<file path="config.mk">
export PLATFORM = sky130hd
export DESIGN_NAME = cfg_image_loader
export DESIGN_NICKNAME = d
export VERILOG_FILES = /design/src/rtl/cfgld_pkg.sv /design/src/rtl/cfgld_ctrl.sv /design/src/rtl/cfgld_store.sv /design/src/rtl/cfgld_phy_sync.sv /design/src/rtl/cfg_image_loader.sv
export SDC_FILE = /design/constraint.sdc
export NUM_CORES = 1
export LEC_CHECK = 0
export BUFFER_PORTS_ARGS = -buffer_cell sky130_fd_sc_hd__buf_2
export CAP_MARGIN = 10
export CORE_ASPECT_RATIO = 0.6
export CORE_UTILIZATION = 40
export DETAILED_ROUTE_END_ITERATION = 6
export GPL_TIMING_DRIVEN = 0
export PLACE_DENSITY = 0.76
export RECOVER_POWER = 100
export REMOVE_ABC_BUFFERS = 1
export SETUP_SLACK_MARGIN = 0.2
export SYNTH_ARGS = -nofsm -noshare
export SYNTH_HDL_FRONTEND = slang
export SYNTH_SLANG_ARGS = --single-unit
</file>
<file path="constraint.sdc">
create_clock -name clk -period 3.4 [get_ports clk]
set_input_delay 0.17 -clock clk [delete_from_list [all_inputs] [get_ports clk]]
set_output_delay 0.17 -clock clk [all_outputs]
set_load 0.005 [all_outputs]
</file>
<file path="src/rtl/cfgld_pkg.sv">
package cfgld_pkg;
  localparam int BYTE_W    = 8;
  localparam int ADDR_W    = 8;
  localparam int IMG_LAST  = 11;
  localparam int LO_FIRST  = 1;
  localparam int LO_BYTES  = 4;
  localparam int HI_FIRST  = LO_FIRST + LO_BYTES;
  localparam int HI_BYTES  = 2;
  localparam int FLAG_IDX  = HI_FIRST + HI_BYTES;
  localparam int ST_FIRST  = FLAG_IDX + 1;
  localparam int ST_BYTES  = IMG_LAST - FLAG_IDX;
  localparam int NSEL      = 3;
  localparam logic [BYTE_W-1:0] SIG = 8'hA5;

  typedef enum logic [2:0] {
    ST_IDLE,
    ST_LATCH,
    ST_REQ,
    ST_WAIT,
    ST_PHY
  } ld_state_t;

  // Derived PHY default for one register of one port.
  function automatic logic [15:0] phy_default(input logic [1:0] sel,
                                              input logic [1:0] port,
                                              input logic [7:0] strap_byte);
    return {sel, port, 4'h0, strap_byte};
  endfunction
endpackage

</file>
<file path="src/rtl/cfgld_ctrl.sv">
module cfgld_ctrl
  import cfgld_pkg::*;
(
  input  logic              clk,
  input  logic              rst_n,
  input  logic              soft_rst,
  input  logic              reload,
  input  logic              rd_valid,
  input  logic [BYTE_W-1:0] rd_data,
  input  logic              phy_done,
  output logic              rd_req,
  output logic [ADDR_W-1:0] rd_addr,
  output logic              byte_ev,
  output logic [ADDR_W-1:0] byte_idx,
  output logic [BYTE_W-1:0] byte_val,
  output logic              strap_ok,
  output logic              latch_pins,
  output logic              phy_start,
  output logic              busy
);
  ld_state_t         state_q;
  logic [ADDR_W-1:0] idx_q;
  logic              strap_ok_q;
  logic              sig_bad;
  logic              img_end;

  always_comb begin
    rd_req     = (state_q == ST_REQ);
    rd_addr    = idx_q;
    byte_ev    = (state_q == ST_WAIT) && rd_valid;
    byte_idx   = idx_q;
    byte_val   = rd_data;
    sig_bad    = byte_ev && (idx_q == '0) && (rd_data != SIG);
    img_end    = byte_ev && (idx_q == ADDR_W'(IMG_LAST));
    phy_start  = sig_bad || img_end;
    latch_pins = (state_q == ST_LATCH);
    busy       = (state_q != ST_IDLE);
    strap_ok   = strap_ok_q;
  end

  always_ff @(posedge clk or negedge rst_n) begin
    if (!rst_n) begin
      state_q    <= ST_LATCH;
      idx_q      <= '0;
      strap_ok_q <= 1'b0;
    end else if (soft_rst) begin
      state_q    <= ST_LATCH;
      idx_q      <= '0;
      strap_ok_q <= 1'b0;
    end else begin
      unique case (state_q)
        ST_IDLE: if (reload) begin
          state_q    <= ST_REQ;
          idx_q      <= '0;
          strap_ok_q <= 1'b0;
        end
        ST_LATCH: begin
          state_q <= ST_REQ;
          idx_q   <= '0;
        end
        ST_REQ: state_q <= ST_WAIT;
        ST_WAIT: if (byte_ev) begin
          if (idx_q == ADDR_W'(FLAG_IDX)) strap_ok_q <= (rd_data == SIG);
          if (phy_start) state_q <= ST_PHY;
          else begin
            idx_q   <= idx_q + 1'b1;
            state_q <= ST_REQ;
          end
        end
        ST_PHY: if (phy_done) state_q <= ST_IDLE;
        default: state_q <= ST_IDLE;
      endcase
    end
  end

  AST_REQ_PULSE: assert property (@(posedge clk) disable iff (!rst_n)
    rd_req |=> !rd_req);
  AST_ADDR_RANGE: assert property (@(posedge clk) disable iff (!rst_n)
    rd_req |-> rd_addr <= ADDR_W'(IMG_LAST));
  AST_RELOAD_IGNORED: assert property (@(posedge clk) disable iff (!rst_n)
    (state_q == ST_WAIT && reload && !rd_valid && !soft_rst) |=> $stable(idx_q));
  AST_SOFT_RESTART: assert property (@(posedge clk) disable iff (!rst_n)
    soft_rst |=> (state_q == ST_LATCH && busy));
  AST_BUSY_END: assert property (@(posedge clk) disable iff (!rst_n)
    $fell(busy) |-> $past(phy_done));
endmodule

</file>
<file path="src/rtl/cfgld_store.sv">
module cfgld_store
  import cfgld_pkg::*;
(
  input  logic                       clk,
  input  logic                       rst_n,
  input  logic                       latch_pins,
  input  logic [ST_BYTES*BYTE_W-1:0] strap_pins,
  input  logic                       byte_ev,
  input  logic [ADDR_W-1:0]          byte_idx,
  input  logic [BYTE_W-1:0]          byte_val,
  input  logic                       strap_ok,
  output logic [LO_BYTES*BYTE_W-1:0] mac_lo,
  output logic [HI_BYTES*BYTE_W-1:0] mac_hi,
  output logic [ST_BYTES*BYTE_W-1:0] straps
);
  always_ff @(posedge clk or negedge rst_n) begin
    if (!rst_n) begin
      mac_lo <= '0;
      mac_hi <= '0;
      straps <= '0;
    end else if (latch_pins) begin
      mac_lo <= '0;
      mac_hi <= '0;
      straps <= strap_pins;
    end else if (byte_ev) begin
      for (int k = 0; k < LO_BYTES; k++)
        if (byte_idx == ADDR_W'(LO_FIRST + k)) mac_lo[k*BYTE_W +: BYTE_W] <= byte_val;
      for (int k = 0; k < HI_BYTES; k++)
        if (byte_idx == ADDR_W'(HI_FIRST + k)) mac_hi[k*BYTE_W +: BYTE_W] <= byte_val;
      for (int k = 0; k < ST_BYTES; k++)
        if (strap_ok && byte_idx == ADDR_W'(ST_FIRST + k)) straps[k*BYTE_W +: BYTE_W] <= byte_val;
    end
  end

  AST_STRAP_HOLD: assert property (@(posedge clk) disable iff (!rst_n)
    (byte_ev && !strap_ok && !latch_pins) |=> $stable(straps));
  AST_FLAG_NOT_STORED: assert property (@(posedge clk) disable iff (!rst_n)
    (byte_ev && byte_idx == '0) |=> ($stable(mac_lo) && $stable(mac_hi) && $stable(straps)));
endmodule

</file>
<file path="src/rtl/cfgld_phy_sync.sv">
module cfgld_phy_sync
  import cfgld_pkg::*;
#(
  parameter int NPORT = 3
) (
  input  logic                       clk,
  input  logic                       rst_n,
  input  logic                       start,
  input  logic                       abort,
  input  logic [ST_BYTES*BYTE_W-1:0] straps,
  output logic                       phy_wr,
  output logic [$clog2(NPORT)-1:0]   phy_port,
  output logic [1:0]                 phy_reg,
  output logic [15:0]                phy_data,
  output logic                       done
);
  localparam int PORT_W = $clog2(NPORT);

  logic              active_q;
  logic [PORT_W-1:0] port_q;
  logic [1:0]        sel_q;
  logic              last_sel;
  logic              last;

  always_comb begin
    last_sel = (sel_q == 2'(NSEL - 1));
    last     = last_sel && (port_q == PORT_W'(NPORT - 1));
    done     = active_q && last;
    phy_wr   = active_q;
    phy_port = port_q;
    phy_reg  = sel_q;
    phy_data = phy_default(sel_q, 2'(port_q), straps[{port_q, 3'b000} +: BYTE_W]);
  end

  always_ff @(posedge clk or negedge rst_n) begin
    if (!rst_n) begin
      active_q <= 1'b0;
      port_q   <= '0;
      sel_q    <= '0;
    end else if (abort) begin
      active_q <= 1'b0;
      port_q   <= '0;
      sel_q    <= '0;
    end else if (start) begin
      active_q <= 1'b1;
      port_q   <= '0;
      sel_q    <= '0;
    end else if (active_q) begin
      if (last) begin
        active_q <= 1'b0;
        port_q   <= '0;
        sel_q    <= '0;
      end else if (last_sel) begin
        sel_q  <= '0;
        port_q <= port_q + 1'b1;
      end else begin
        sel_q <= sel_q + 1'b1;
      end
    end
  end

  AST_PORT_RANGE: assert property (@(posedge clk) disable iff (!rst_n)
    phy_wr |-> (phy_port <= PORT_W'(NPORT - 1) && phy_reg <= 2'(NSEL - 1)));
  AST_SEL_STEP: assert property (@(posedge clk) disable iff (!rst_n)
    (phy_wr && phy_reg != 2'd0) |-> ($past(phy_wr) && $past(phy_reg) == phy_reg - 2'd1
                                     && $past(phy_port) == phy_port));
  AST_PORT_STEP: assert property (@(posedge clk) disable iff (!rst_n)
    (phy_wr && phy_reg == 2'd0 && phy_port != '0) |-> ($past(phy_wr)
      && $past(phy_reg) == 2'(NSEL - 1) && $past(phy_port) == phy_port - 1'b1));
endmodule

</file>
<file path="src/rtl/cfg_image_loader.sv">
module cfg_image_loader
  import cfgld_pkg::*;
#(
  parameter int NPORT = 3
) (
  input  logic                       clk,
  input  logic                       rst_n,
  input  logic                       soft_rst,
  input  logic                       reload,
  input  logic [ST_BYTES*BYTE_W-1:0] strap_pins,
  output logic                       rd_req,
  output logic [ADDR_W-1:0]          rd_addr,
  input  logic                       rd_valid,
  input  logic [BYTE_W-1:0]          rd_data,
  output logic [LO_BYTES*BYTE_W-1:0] mac_lo,
  output logic [HI_BYTES*BYTE_W-1:0] mac_hi,
  output logic [ST_BYTES*BYTE_W-1:0] straps,
  output logic                       phy_wr,
  output logic [$clog2(NPORT)-1:0]   phy_port,
  output logic [1:0]                 phy_reg,
  output logic [15:0]                phy_data,
  output logic                       busy
);
  logic              byte_ev;
  logic [ADDR_W-1:0] byte_idx;
  logic [BYTE_W-1:0] byte_val;
  logic              strap_ok;
  logic              latch_pins;
  logic              phy_start;
  logic              phy_done;

  cfgld_ctrl u_ctrl (
    .clk        (clk),
    .rst_n      (rst_n),
    .soft_rst   (soft_rst),
    .reload     (reload),
    .rd_valid   (rd_valid),
    .rd_data    (rd_data),
    .phy_done   (phy_done),
    .rd_req     (rd_req),
    .rd_addr    (rd_addr),
    .byte_ev    (byte_ev),
    .byte_idx   (byte_idx),
    .byte_val   (byte_val),
    .strap_ok   (strap_ok),
    .latch_pins (latch_pins),
    .phy_start  (phy_start),
    .busy       (busy)
  );

  cfgld_store u_store (
    .clk        (clk),
    .rst_n      (rst_n),
    .latch_pins (latch_pins),
    .strap_pins (strap_pins),
    .byte_ev    (byte_ev),
    .byte_idx   (byte_idx),
    .byte_val   (byte_val),
    .strap_ok   (strap_ok),
    .mac_lo     (mac_lo),
    .mac_hi     (mac_hi),
    .straps     (straps)
  );

  cfgld_phy_sync #(.NPORT(NPORT)) u_phy (
    .clk      (clk),
    .rst_n    (rst_n),
    .start    (phy_start),
    .abort    (soft_rst),
    .straps   (straps),
    .phy_wr   (phy_wr),
    .phy_port (phy_port),
    .phy_reg  (phy_reg),
    .phy_data (phy_data),
    .done     (phy_done)
  );

  AST_WR_BUSY: assert property (@(posedge clk) disable iff (!rst_n)
    phy_wr |-> busy);
endmodule

</file>
==> qor_table.md, run 1 <==
| Parameter | Value | Unit |
| --- | --- | --- |
| Status | completed | - |
| Proportion of synthesized chip area in sequential cells | 0.498 | - |
| Synth Register Bits | 97 | - |
| Worst-Skew Late Latency | 350 | ps |
| First-pass GRT wire length | 21.4 | mm |
| Number of I/O pins | 156 | - |
| Fraction of the mapped netlist area in simple logic gates | 0.185 | - |
| H-tree level count | 3 | - |
| Xor/xnor cell area share of the yosys netlist | 0 | - |
| Complex-gate fraction of the synthesized area | 0.0973 | - |
| Final hold viol count | 0 | - |
| Dominant combinational cell family by area after synthesis | simple AND/OR/NAND/NOR gates | - |
| Initial core utilization | 0.420 | - |
| Minimum clock period after layout | 2810 | ps |
| Type of element launching the critical path | flip-flop | - |
| Sum of routed wire length over all layers | 14.1 | mm |
| Die area | 12600 | sq um |
| Maximum clock skew at final layout | 7.42 | ps |
| Final-report max-slew violation count | 0 | - |
| Clock slew at reported path FFs | 70 | ps |
| Number of synthesis warnings | 0 | - |
| Antenna Cells | 0 | - |
| Number of resized instances in the post-cts repair step | 0 | - |
| Placeable Area | 11600 | sq um |
| Clk Tree Root Cell | clkbuf_16 | - |
| Registers with the most flip-flops | u_store.mac_lo x32, u_store.straps x32, u_store.mac_hi x16 | - |
| Cells traversed along the worst timing path | or4_1, nor3_2, mux2i_1, a21oi_1 | - |
| RSZ-0062 raised after global routing | false | - |
| Maximum operating frequency | 0.356 | GHz |
| Number of port buffers | 151 | - |
| Maximum resistive drop on vdd | 255 | uV |
| Type of the worst setup path | reg2reg | - |
| Area delta synth->final | 20.9 | % |
| Overall fraction of global-route tracks in use | 0.228 | - |
| # DRC | 0 | - |
| Arrival time of data at the critical path endpoint | 3020 | ps |
| Wirelength per Cell | 18.2 | um |
| Antenna violations before repair | 0 | - |
| Clock Sinks | 97 | - |
| Post-synthesis instance total | 482 | - |
| Final Core Density | 0.508 | - |
| Class of the tightest hold or removal check | in2reg | - |
| CTS tree | yes | - |
| Max cap viols | 0 | - |
| Filler Cell Count | 1079 | - |
| Leakage power figure | 2.74 | nW |
| Final hold slack | 71.7 | ps |
| Max Root-Sink Buffers | 2 | - |
| Nets@finish | 660 | - |
| Die Y | 87.5 | um |
| Tcrit/Tclk final | 0.827 | - |
| Weighted congestion at the end of routability-driven global placement | 0.857 | - |
| First-pass iteration count of the detailed router | 5 | - |
| Sum of internal, switching and leakage power | 3.09 | mW |
| CP max stage cell | nor3_2 | - |
| Number of library cell types mapped by synthesis | 47 | - |
| Type of element capturing the critical path | flip-flop | - |
| Count of flip-flops with a built-in enable after synthesis | 0 | - |
| WP buf/inv | 0 | - |
| Crit path largest cell delay | 1080 | ps |
| Average size of a mapped cell | 10.1 | sq um |
| Cell area after layout | 5900 | sq um |
| Worst Tran Pin Value | 1280 | ps |
| Fraction of layout cells with a size suffix above 1 | 0.235 | - |
| Final-report setup violation count | 0 | - |
| Detail Placement HPWL | 9.99 | mm |
| Aggregate global routing overflow | 0 | - |
| Horizontal die dimension | 145 | um |
| Required time at the endpoint of the critical path | 3610 | ps |
| Power density cells | 524 | nW/um^2 |
| Total standard cell area after synthesis | 4880 | sq um |
| Mux contribution to synthesized area | 0.160 | - |
| Async set-reset flop share out of synthesis | 1.00 | - |
| Routed via count | 4183 | - |
| Largest net degree at the start of global routing | 52 | - |
| Worst Path Max Fanout | 9 | - |
| Worst slew margin relative to its limit | 0.145 | - |
| Family with the most delay on the worst path | simple AND/OR/NAND/NOR gates | - |
| Number of DRC violations after detailed-routing iteration 0 | 266 | - |
| Adder and majority cell fraction of the synthesized area | 0.0103 | - |
| DRT antenna net count | 0 | - |
| Via count normalized by instance count | 5.39 | - |
| Inserted Clock Buffers | 9 | - |
| Number of placement rows | 30 | - |
| Ys flop type | dfrtp_1 | - |
| Placed Area | 5720 | sq um |
| Via count of the first global-routing pass | 3984 | - |
[cells in the mapped netlist (2+ instances only)]
library cell | number | area (sq um)
nand3_2 | 3 | 30.0
nand2_1 | 36 | 135
nand3_1 | 33 | 165
inv_1 | 5 | 18.8
nor3_1 | 4 | 20.0
mux4_2 | 8 | 180
clkbuf_1 | 28 | 105
dfrtp_1 | 96 | 2400
o21ai_0 | 12 | 60.1
buf_4 | 8 | 60.1
nor2_1 | 74 | 278
buf_6 | 3 | 33.8
nor3_4 | 4 | 65.1
buf_2 | 2 | 10.0
nand2b_1 | 7 | 43.8
a21oi_1 | 61 | 305
and3_1 | 2 | 12.5
mux2i_1 | 59 | 591
or3_1 | 2 | 12.5
ha_1 | 4 | 50.1
o31ai_1 | 5 | 37.5
[layer usage]
metal	GRT usage	vias to the layer above	wire length [um]
li1	-	1927	-
met4	0.0536	0	128
met3	0.0583	12	1160
met5	0	-	0
met2	0.361	191	6470
met1	0.314	2053	6340
[metrics by stage]
| stage | setup slack, ps | setup TNS, ps | std cells |
|---|---|---|---|
| 2_1_floorplan | -40.6 | -974 | 442 |
| 6_report | 589 | 0 | 776 |
| 3_5_place_dp | 464 | 0 | 758 |
| 4_1_cts | 473 | 0 | 775 |
| 5_1_grt | 443 | 0 | 776 |
| 3_3_place_gp | -1340 | -60810 | 753 |
[logic make-up after synthesis]
logic type	after synthesis
AOI/OAI and AO/OA	85
buffers and inverters	48
other	1
adders and majority gates	4
muxes	68
and+or+nand+nor	179
DFF	97
[layout by cell type, fill, tap and decap left out, types with 2 or more instances in the layout]
cell,netlist,layout
buf_6,3,2
clkbuf_16,0,9
o31ai_1,5,5
a21oi_1,61,61
or3_1,2,2
inv_1,5,5
conb_1,1,4
dfrtp_1,96,96
clkbuf_1,28,47
nor2_1,74,74
o21ai_0,12,12
clkinvlp_4,0,2
mux2i_1,59,59
nand2b_1,7,7
and3_1,2,2
mux4_2,8,8
buf_2,2,101
buf_1,1,2
nor3_1,4,4
nand3_1,33,36
nand2_1,36,35
inv_6,0,2
ha_1,4,4
clkbuf_2,1,2
nor3_2,1,5
[worst register-to-register path, cell delays in order (launching register included)]
cell	delay [ps]
dfrtp_1	440
or4_1	800
nor3_2	1090
mux2i_1	280
a21oi_1	80
[power breakdown]
part           internal [mW]  leakage (nW)  switching (mW)  total, mW
clock network          0.576         0.142           0.470       1.05
registers               1.28          1.25           0.123       1.41
logic                  0.283          1.35           0.357      0.639
[final timing paths]
kind | start | slack, ps | cells after the start | end
setup / recovery | u_ctrl.byte_idx[4]$_DFFE_PN0P_ | 590 | 4 | u_store.straps[19]$_DFFE_PN0P_
hold / removal | strap_pins[2] | 70 | 3 | u_store.straps[2]$_DFFE_PN0P_
setup reg to reg | u_ctrl.byte_idx[4]$_DFFE_PN0P_ | 590 | 4 | u_store.straps[19]$_DFFE_PN0P_
hold reg to reg | u_store.mac_hi[14]$_DFFE_PN0P_ | 530 | 2 | u_store.mac_hi[14]$_DFFE_PN0P_
max in group asynchronous | rst_n | 1000 | 3 | u_store.straps[27]$_DFFE_PN0P_
min in group asynchronous | rst_n | 640 | 2 | u_store.mac_hi[14]$_DFFE_PN0P_
[timing repair]
item / in CTS / in global routing
hold endpoints to repair: 49 / 0
hold buffers: 1 / 0
setup buffers: 0 / 0
[layout make-up]
cell class	count	area (sq um)	share of cell area
well taps	160	200	0.0340
flip-flops and latches	97	2430	0.412
clock buffers	9	225	0.0382
inverters	5	18.8	0.00318
clock inverters	7	76.3	0.0129
repair buffers	158	774	0.131
multi-input cells	340	2170	0.368
(Power assumes the default switching activity.)
==> run 2: changes to the inputs <==
==> constraint.sdc (replaced) <==
create_clock -name clk -period 2.79 [get_ports clk]
set_input_delay 0.1395 -clock clk [delete_from_list [all_inputs] [get_ports clk]]
set_output_delay 0.1395 -clock clk [all_outputs]
set_load 0.005 [all_outputs]
==> run 2 against run 1 <==
Net effect:
- sequential share of layout area shrank 0.42 points
- core utilization grew 0.52 points
- sequential cell count is the same
- clock-buffer cell count is the same
- global-route usage grew 0.33 points
- first-iteration DRC count grew 14%
- clock power grew 21%
- fmax grew 11%
==> qor_table.md, run 2 (synthesized netlist as in run 1, its figures left out) <==
| Parameter | Value | Unit | Delta |
| --- | --- | --- | --- |
| Status | completed | - |  |
| Largest net degree at the start of global routing | 52 | - | unchanged |
| Via count of the first global-routing pass | 4036 | - | +1.3% |
| Hold path startpoint | rd_valid | - |  |
| Clk Tree Root Cell | clkbuf_16 | - |  |
| Required time at the endpoint of the critical path | 3000 | ps | -610 ps |
| Type of element launching the critical path | flip-flop | - |  |
| Clock Sinks | 97 | - | unchanged |
| Die Y | 87.5 | um | unchanged |
| Min setup slack post-route | 253 | ps | -336 ps |
| Family with the most delay on the worst path | simple AND/OR/NAND/NOR gates | - |  |
| Max cap viols | 0 | - | unchanged |
| Antenna Cells | 0 | - | unchanged |
| RSZ-0062 raised after global routing | false | - |  |
| Fraction of layout cells with a size suffix above 1 | 0.238 | - | +0.00247 |
| Antenna violations before repair | 0 | - | unchanged |
| Endpoint of the worst hold-timing path | u_ctrl.state_q[0]$_DFFE_PN1P_ | - |  |
| Horizontal die dimension | 145 | um | unchanged |
| Number of placement rows | 30 | - | unchanged |
| Commonest non-fill, non-tap cell in the layout | buf_2 | - |  |
| CP max stage cell | nor3_4 | - |  |
| Weighted congestion at the end of routability-driven global placement | 0.857 | - | unchanged |
| Cells traversed along the worst timing path | nand4b_2, or2_0, nor3_4, mux2i_1, a21oi_1 | - |  |
| Area delta synth->final | 22.1 | % |  |
| Type of the worst setup path | reg2reg | - |  |
| Worst Tran Pin Value | 1340 | ps | +61.5 ps |
| Leakage power figure | 2.75 | nW | +0.23% |
| H-tree level count | 3 | - | unchanged |
| Final-report max-slew violation count | 0 | - | unchanged |
| Maximum resistive drop on vdd | 309 | uV | +21% |
| CTS tree | yes | - |  |
| DRT antenna net count | 0 | - | unchanged |
| Tcrit/Tclk final | 0.909 | - | +0.0825 |
| WP buf/inv | 0 | - | unchanged |
| Aggregate global routing overflow | 0 | - | unchanged |
| First-pass iteration count of the detailed router | 5 | - | unchanged |
| Number of DRC violations after detailed-routing iteration 0 | 304 | - | +14% |
| Final hold viol count | 0 | - | unchanged |
| Number of port buffers | 151 | - | unchanged |
| Worst slew margin relative to its limit | 0.104 | - | -0.0410 |
| Registers with the most flip-flops | u_store.mac_lo x32, u_store.straps x32, u_store.mac_hi x16 | - |  |
| Number of I/O pins | 156 | - | unchanged |
| Type of element capturing the critical path | flip-flop | - |  |
| Reg2reg setup slack | 250 | ps | -340 ps |
| Sum of routed wire length over all layers | 14.2 | mm | +0.96% |
| Max Root-Sink Buffers | 2 | - | unchanged |
| Final-report setup violation count | 0 | - | unchanged |
| Maximum operating frequency | 0.394 | GHz | +11% |
| Detail Placement HPWL | 9.99 | mm | unchanged |
| Commonest cells after routing, fill and taps aside | buf_2, dfrtp_1, nor2_1 | - |  |
| Worst-Skew Late Latency | 350 | ps | about the same |
| Initial core utilization | 0.420 | - | unchanged |
| Arrival time of data at the critical path endpoint | 2740 | ps | -280 ps |
| Maximum clock skew at final layout | 7.21 | ps | -0.219 ps |
| Nets@finish | 662 | - | +0.30% |
| Wirelength per Cell | 18.3 | um | +0.70% |
| Depth of the most critical reg-to-reg path | 5 | - | +1 |
| Overall fraction of global-route tracks in use | 0.231 | - | +0.00327 |
| Routed via count | 4194 | - | +0.26% |
| Clock slew at reported path FFs | 70 | ps | about the same |
| Worst flop-to-flop path endpoint | u_store.straps[18]$_DFFE_PN0P_ | - |  |
| First-pass GRT wire length | 21.7 | mm | +1.3% |
| Crit path largest cell delay | 750 | ps | -330 ps |
| Number of cells traversed by the worst hold path | 2 | - | -1 |
| Via count normalized by instance count | 5.39 | - | about the same |
| Number of cells on the critical path | 5 | - | +1 |
| Worst Path Max Fanout | 9 | - | unchanged |
| Inserted Clock Buffers | 9 | - | unchanged |
| Reg2Reg Launch Point | u_ctrl.state_q[0]$_DFFE_PN1P_ | - |  |
| Final Core Density | 0.513 | - | +0.00518 |
| Die area | 12600 | sq um | unchanged |
| Power density cells | 633 | nW/um^2 | +21% |
| Placeable Area | 11600 | sq um | unchanged |
| Class of the tightest hold or removal check | in2reg | - |  |
| Worst Setup Slack post-DPL | -146 | ps | -610 ps |
| Minimum clock period after layout | 2540 | ps | -274 ps |
| # DRC | 0 | - | unchanged |
run 2: cell types whose count changed in the layout (fill, tap and decap cells not counted), sizes merged:
cell and change:
buf +1, nor4b +1
run 2: cell type report:
class,count,area [sq um]
fillers,1059,5640
flip-flops and latches,97,2430
well taps,160,200
clock buffers,9,225
multi-input cells,341,2210
repair buffers,159,797
inverters,5,18.8
clock inverters,7,76.3
run 2: through the flow:
stage | hold WS (ps) | total power [mW] | cells | setup TNS [ps] | cell area [sq um]
2_1_floorplan | -156 | 2.11 | 442 | -29630 | 4670
3_3_place_gp | 368 | 2.48 | 753 | -90090 | 5630
3_5_place_dp | 229 | 2.55 | 758 | -2770 | 5720
4_1_cts | 31.6 | 3.82 | 776 | 0 | 6040
5_1_grt | 39.3 | 3.94 | 778 | 0 | 5960
6_report | 41.0 | 3.77 | 778 | 0 | 5960
run 2: repair_timing:
action / 4_1_cts / 5_1_grt
pin swaps: 1 / 1
buffers inserted: 0 / 2
gates resized for setup: 0 / 1
hold endpoints to repair: 49 / 0
hold buffers: 1 / 0
cloned: 1 / 0
setup endpoints to repair: 24 / 24
run 2: where the power goes:
| group | switching [mW] | internal [mW] |
|---|---|---|
| clock network | 0.571 | 0.702 |
| logic | 0.436 | 0.348 |
| registers | 0.150 | 1.57 |
run 2: worst max path at each step:
stage	start	endpoint	slack [ps]
CTS	u_ctrl.byte_idx[4]$_DFFE_PN0P_	u_store.mac_hi[0]$_DFFE_PN0P_	230
finish	u_ctrl.state_q[0]$_DFFE_PN1P_	u_store.straps[18]$_DFFE_PN0P_	250
global placement	u_ctrl.state_q[0]$_DFFE_PN1P_	u_store.mac_lo[13]$_DFFE_PN0P_	-1950
floorplan	u_ctrl.state_q[0]$_DFFE_PN1P_	u_store.mac_lo[0]$_DFFE_PN0P_	-650
global route	u_ctrl.state_q[0]$_DFFE_PN1P_	u_store.straps[19]$_DFFE_PN0P_	160
detailed placement	u_ctrl.byte_idx[4]$_DFFE_PN0P_	u_store.mac_hi[13]$_DFFE_PN0P_	-150
run 2: per-layer routing:
layer / GRT usage / share of wire
met1: 0.317 / 0.46
met2: 0.365 / 0.45
met3: 0.0583 / 0.076
met4: 0.0612 / 0.013
met5: 0 / 0
==> run 3: changes to the inputs <==
--- a/config.mk
+++ b/config.mk
@@ -8,10 +8,10 @@
 export BUFFER_PORTS_ARGS = -buffer_cell sky130_fd_sc_hd__buf_2
 export CAP_MARGIN = 10
 export CORE_ASPECT_RATIO = 0.6
-export CORE_UTILIZATION = 40
+export CORE_UTILIZATION = 45
 export DETAILED_ROUTE_END_ITERATION = 6
 export GPL_TIMING_DRIVEN = 0
-export PLACE_DENSITY = 0.76
+export PLACE_DENSITY = 0.83
 export RECOVER_POWER = 100
 export REMOVE_ABC_BUFFERS = 1
 export SETUP_SLACK_MARGIN = 0.2
==> run 3 against run 2 <==
Net effect:
- sequential share of layout area is 0.15 points higher
- wire length is 1.4% lower
- fmax is 0.86% lower
- global-route usage is 2.7 points higher
- clock-buffer cell count is 1 higher
- clock power is 5% lower
- critical path depth stayed put
- die area is 11% lower
- combinational power hardly changed
- setup slack worse by 22 ps
- non-clock buffer count is 4 higher
- worst hold slack worse by 20 ps
- largest cell class unchanged
- highest routed layer unchanged
==> qor_table.md, run 3 (synthesized netlist as in run 1, its figures left out) <==
| Parameter | Value | Unit | Delta |
| --- | --- | --- | --- |
| Via count normalized by instance count | 5.58 | - | +3.6% |
| Area delta synth->final | 21.7 | % |  |
| Number of port buffers | 151 | - | unchanged |
| Registers with the most flip-flops | u_store.mac_lo x32, u_store.straps x32, u_store.mac_hi x16 | - |  |
| H-tree level count | 3 | - | unchanged |
| Clock slew at reported path FFs | 70 | ps | about the same |
| Max cap viols | 0 | - | unchanged |
| Int Power | 2.55 | mW | -2.5% |
| Clock Sinks | 97 | - | unchanged |
| Weighted congestion at the end of routability-driven global placement | 0.850 | - | -0.90% |
| Largest net degree at the start of global routing | 59 | - | +13% |
| Filler Cell Count | 963 | - | -9.1% |
| RSZ-0062 raised after global routing | true | - |  |
| Net switching power figure | 1.16 | mW | +0.33% |
| Worst Path Max Fanout | 10 | - | +1 |
| Die area | 11300 | sq um | -11% |
| Final Core Density | 0.562 | - | +0.0485 |
| Maximum operating frequency | 0.391 | GHz | -0.86% |
| Class of the tightest hold or removal check | in2reg | - |  |
| Type of the worst setup path | reg2reg | - |  |
| Number of I/O pins | 156 | - | unchanged |
| Die Y | 82.6 | um | -5.6% |
| Sum of internal, switching and leakage power | 3.71 | mW | -1.7% |
| Horizontal die dimension | 136 | um | -5.6% |
| Number of placement rows | 29 | - | -3.3% |
| Aggregate global routing overflow | 0 | - | unchanged |
| Arrival time of data at the critical path endpoint | 2750 | ps | about the same |
| Sum of routed wire length over all layers | 14.0 | mm | -1.4% |
| Overall fraction of global-route tracks in use | 0.258 | - | +0.0273 |
| Initial core utilization | 0.462 | - | +0.0414 |
| First-pass iteration count of the detailed router | 5 | - | unchanged |
| Leakage power figure | 2.71 | nW | -1.5% |
| Power density cells | 625 | nW/um^2 | -1.3% |
| Commonest non-fill, non-tap cell in the layout | dfrtp_1 | - |  |
| Final hold viol count | 0 | - | unchanged |
| DRT antenna net count | 0 | - | unchanged |
| Commonest cells after routing, fill and taps aside | dfrtp_1, buf_2, nor2_1 | - |  |
| Antenna violations before repair | 0 | - | unchanged |
| Minimum clock period after layout | 2560 | ps | +21.9 ps |
| First-pass GRT wire length | 21.5 | mm | -0.86% |
| Type of element launching the critical path | flip-flop | - |  |
| Sw Ratio | 0.313 | - | +0.00624 |
| Routed via count | 4249 | - | +1.3% |
| Number of DRC violations after detailed-routing iteration 0 | 309 | - | +1.6% |
| Nets@finish | 666 | - | +0.60% |
| Detail Placement HPWL | 9.74 | mm | -2.5% |
| # DRC | 0 | - | unchanged |
| Clk Tree Root Cell | clkbuf_16 | - |  |
| Part of the total power dissipated in sequential elements | 0.461 | - | +0.006 |
| Maximum clock skew at final layout | 8.82 | ps | +1.61 ps |
| Tcrit/Tclk final | 0.917 | - | +0.00785 |
| Antenna Cells | 0 | - | unchanged |
| CTS tree | yes | - |  |
| Wirelength per Cell | 18.4 | um | +0.84% |
| Maximum resistive drop on vdd | 387 | uV | +25% |
| Fraction of layout cells with a size suffix above 1 | 0.220 | - | -0.0176 |
| Worst slew margin relative to its limit | 0.308 | - | +0.204 |
| Inserted Clock Buffers | 9 | - | unchanged |
| Status | completed | - |  |
| Max Root-Sink Buffers | 2 | - | unchanged |
| Comb power frac | 0.212 | - | +0.004 |
| Worst Tran Pin Value | 1040 | ps | -307 ps |
| Via count of the first global-routing pass | 4037 | - | +0.025% |
| Worst-Skew Late Latency | 350 | ps | about the same |
| Type of element capturing the critical path | flip-flop | - |  |
| Final-report setup violation count | 0 | - | unchanged |
| Final-report max-slew violation count | 0 | - | unchanged |
| Fraction of power consumed by the clock network | 0.327 | - | -0.010 |
| Placeable Area | 10600 | sq um | -9.0% |
| Required time at the endpoint of the critical path | 2990 | ps | about the same |
[run 3: path summary, 6_finish.rpt]
path                                                     start                        endpoint  slack (ps)  cells after the start
worst max-delay path            u_ctrl.byte_idx[5]$_DFFE_PN0P_  u_store.straps[11]$_DFFE_PN0P_         230                      5
worst min-delay path                                  rd_valid   u_ctrl.state_q[0]$_DFFE_PN1P_          20                      2
worst max register to register  u_ctrl.byte_idx[5]$_DFFE_PN0P_  u_store.straps[11]$_DFFE_PN0P_         230                      5
worst min register to register  u_ctrl.byte_idx[7]$_DFFE_PN0P_  u_ctrl.byte_idx[7]$_DFFE_PN0P_         520                      1
max in group asynchronous                                rst_n   u_store.mac_lo[7]$_DFFE_PN0P_        1460                      3
min in group asynchronous                                rst_n  u_ctrl.byte_idx[3]$_DFFE_PN0P_         520                      2
[run 3: per-stage QoR]
stage / cells / setup TNS, ps / cell area (sq um) / worst slack (ps) / hold slack, ps
3_3_place_gp: 732 / -88280 / 5600 / -1910 / 365
5_1_grt: 761 / 0 / 5930 / 115 / 40.5
6_report: 761 / 0 / 5930 / 231 / 20.7
3_5_place_dp: 737 / -3930 / 5690 / -200 / 163
2_1_floorplan: 442 / -29630 / 4670 / -651 / -156
4_1_cts: 759 / 0 / 6040 / 259 / 7.70
[run 3: layout make-up]
cell class,count,area [sq um],share of cell area
repair buffers,163,805,0.136
well taps,139,174,0.0293
multi-input cells,341,2220,0.374
clock inverters,6,51.3,0.00864
flip-flops and latches,97,2430,0.409
inverters,5,18.8,0.00316
clock buffers,10,239,0.0403
[run 3: per-layer routing]
layer | GRT usage | share of wire
met1 | 0.341 | 0.43
met2 | 0.408 | 0.47
met3 | 0.0720 | 0.080
met4 | 0.0967 | 0.018
met5 | 0 | 0
[run 3: critical path, stage by stage, from the launching register on]
cell	delay, ps
dfrtp_1	440
or4_1	860
nor3_1	340
clkbuf_1	390
mux2i_1	270
a21oi_1	110
[run 3: timing repair]
action                                  in CTS  in global routing
hold endpoints to repair                    38                  0
pin swaps                                    1                  1
gates resized for setup                      0                  1
cloned                                       1                  0
hold buffers                                 1                  0
buffers inserted                             4                  2
endpoints found under the setup margin      24                 17
[run 3: power by group through the flow]
stage / sequential [mW] / clock, mW / combinational (mW)
after floorplan: 1.72 / 0 / 0.389
after global placement: 1.71 / 0 / 0.758
after detailed placement: 1.73 / 0 / 0.815
after CTS: 1.71 / 1.24 / 0.819
after global routing: 1.73 / 1.28 / 0.870
final: 1.71 / 1.21 / 0.786
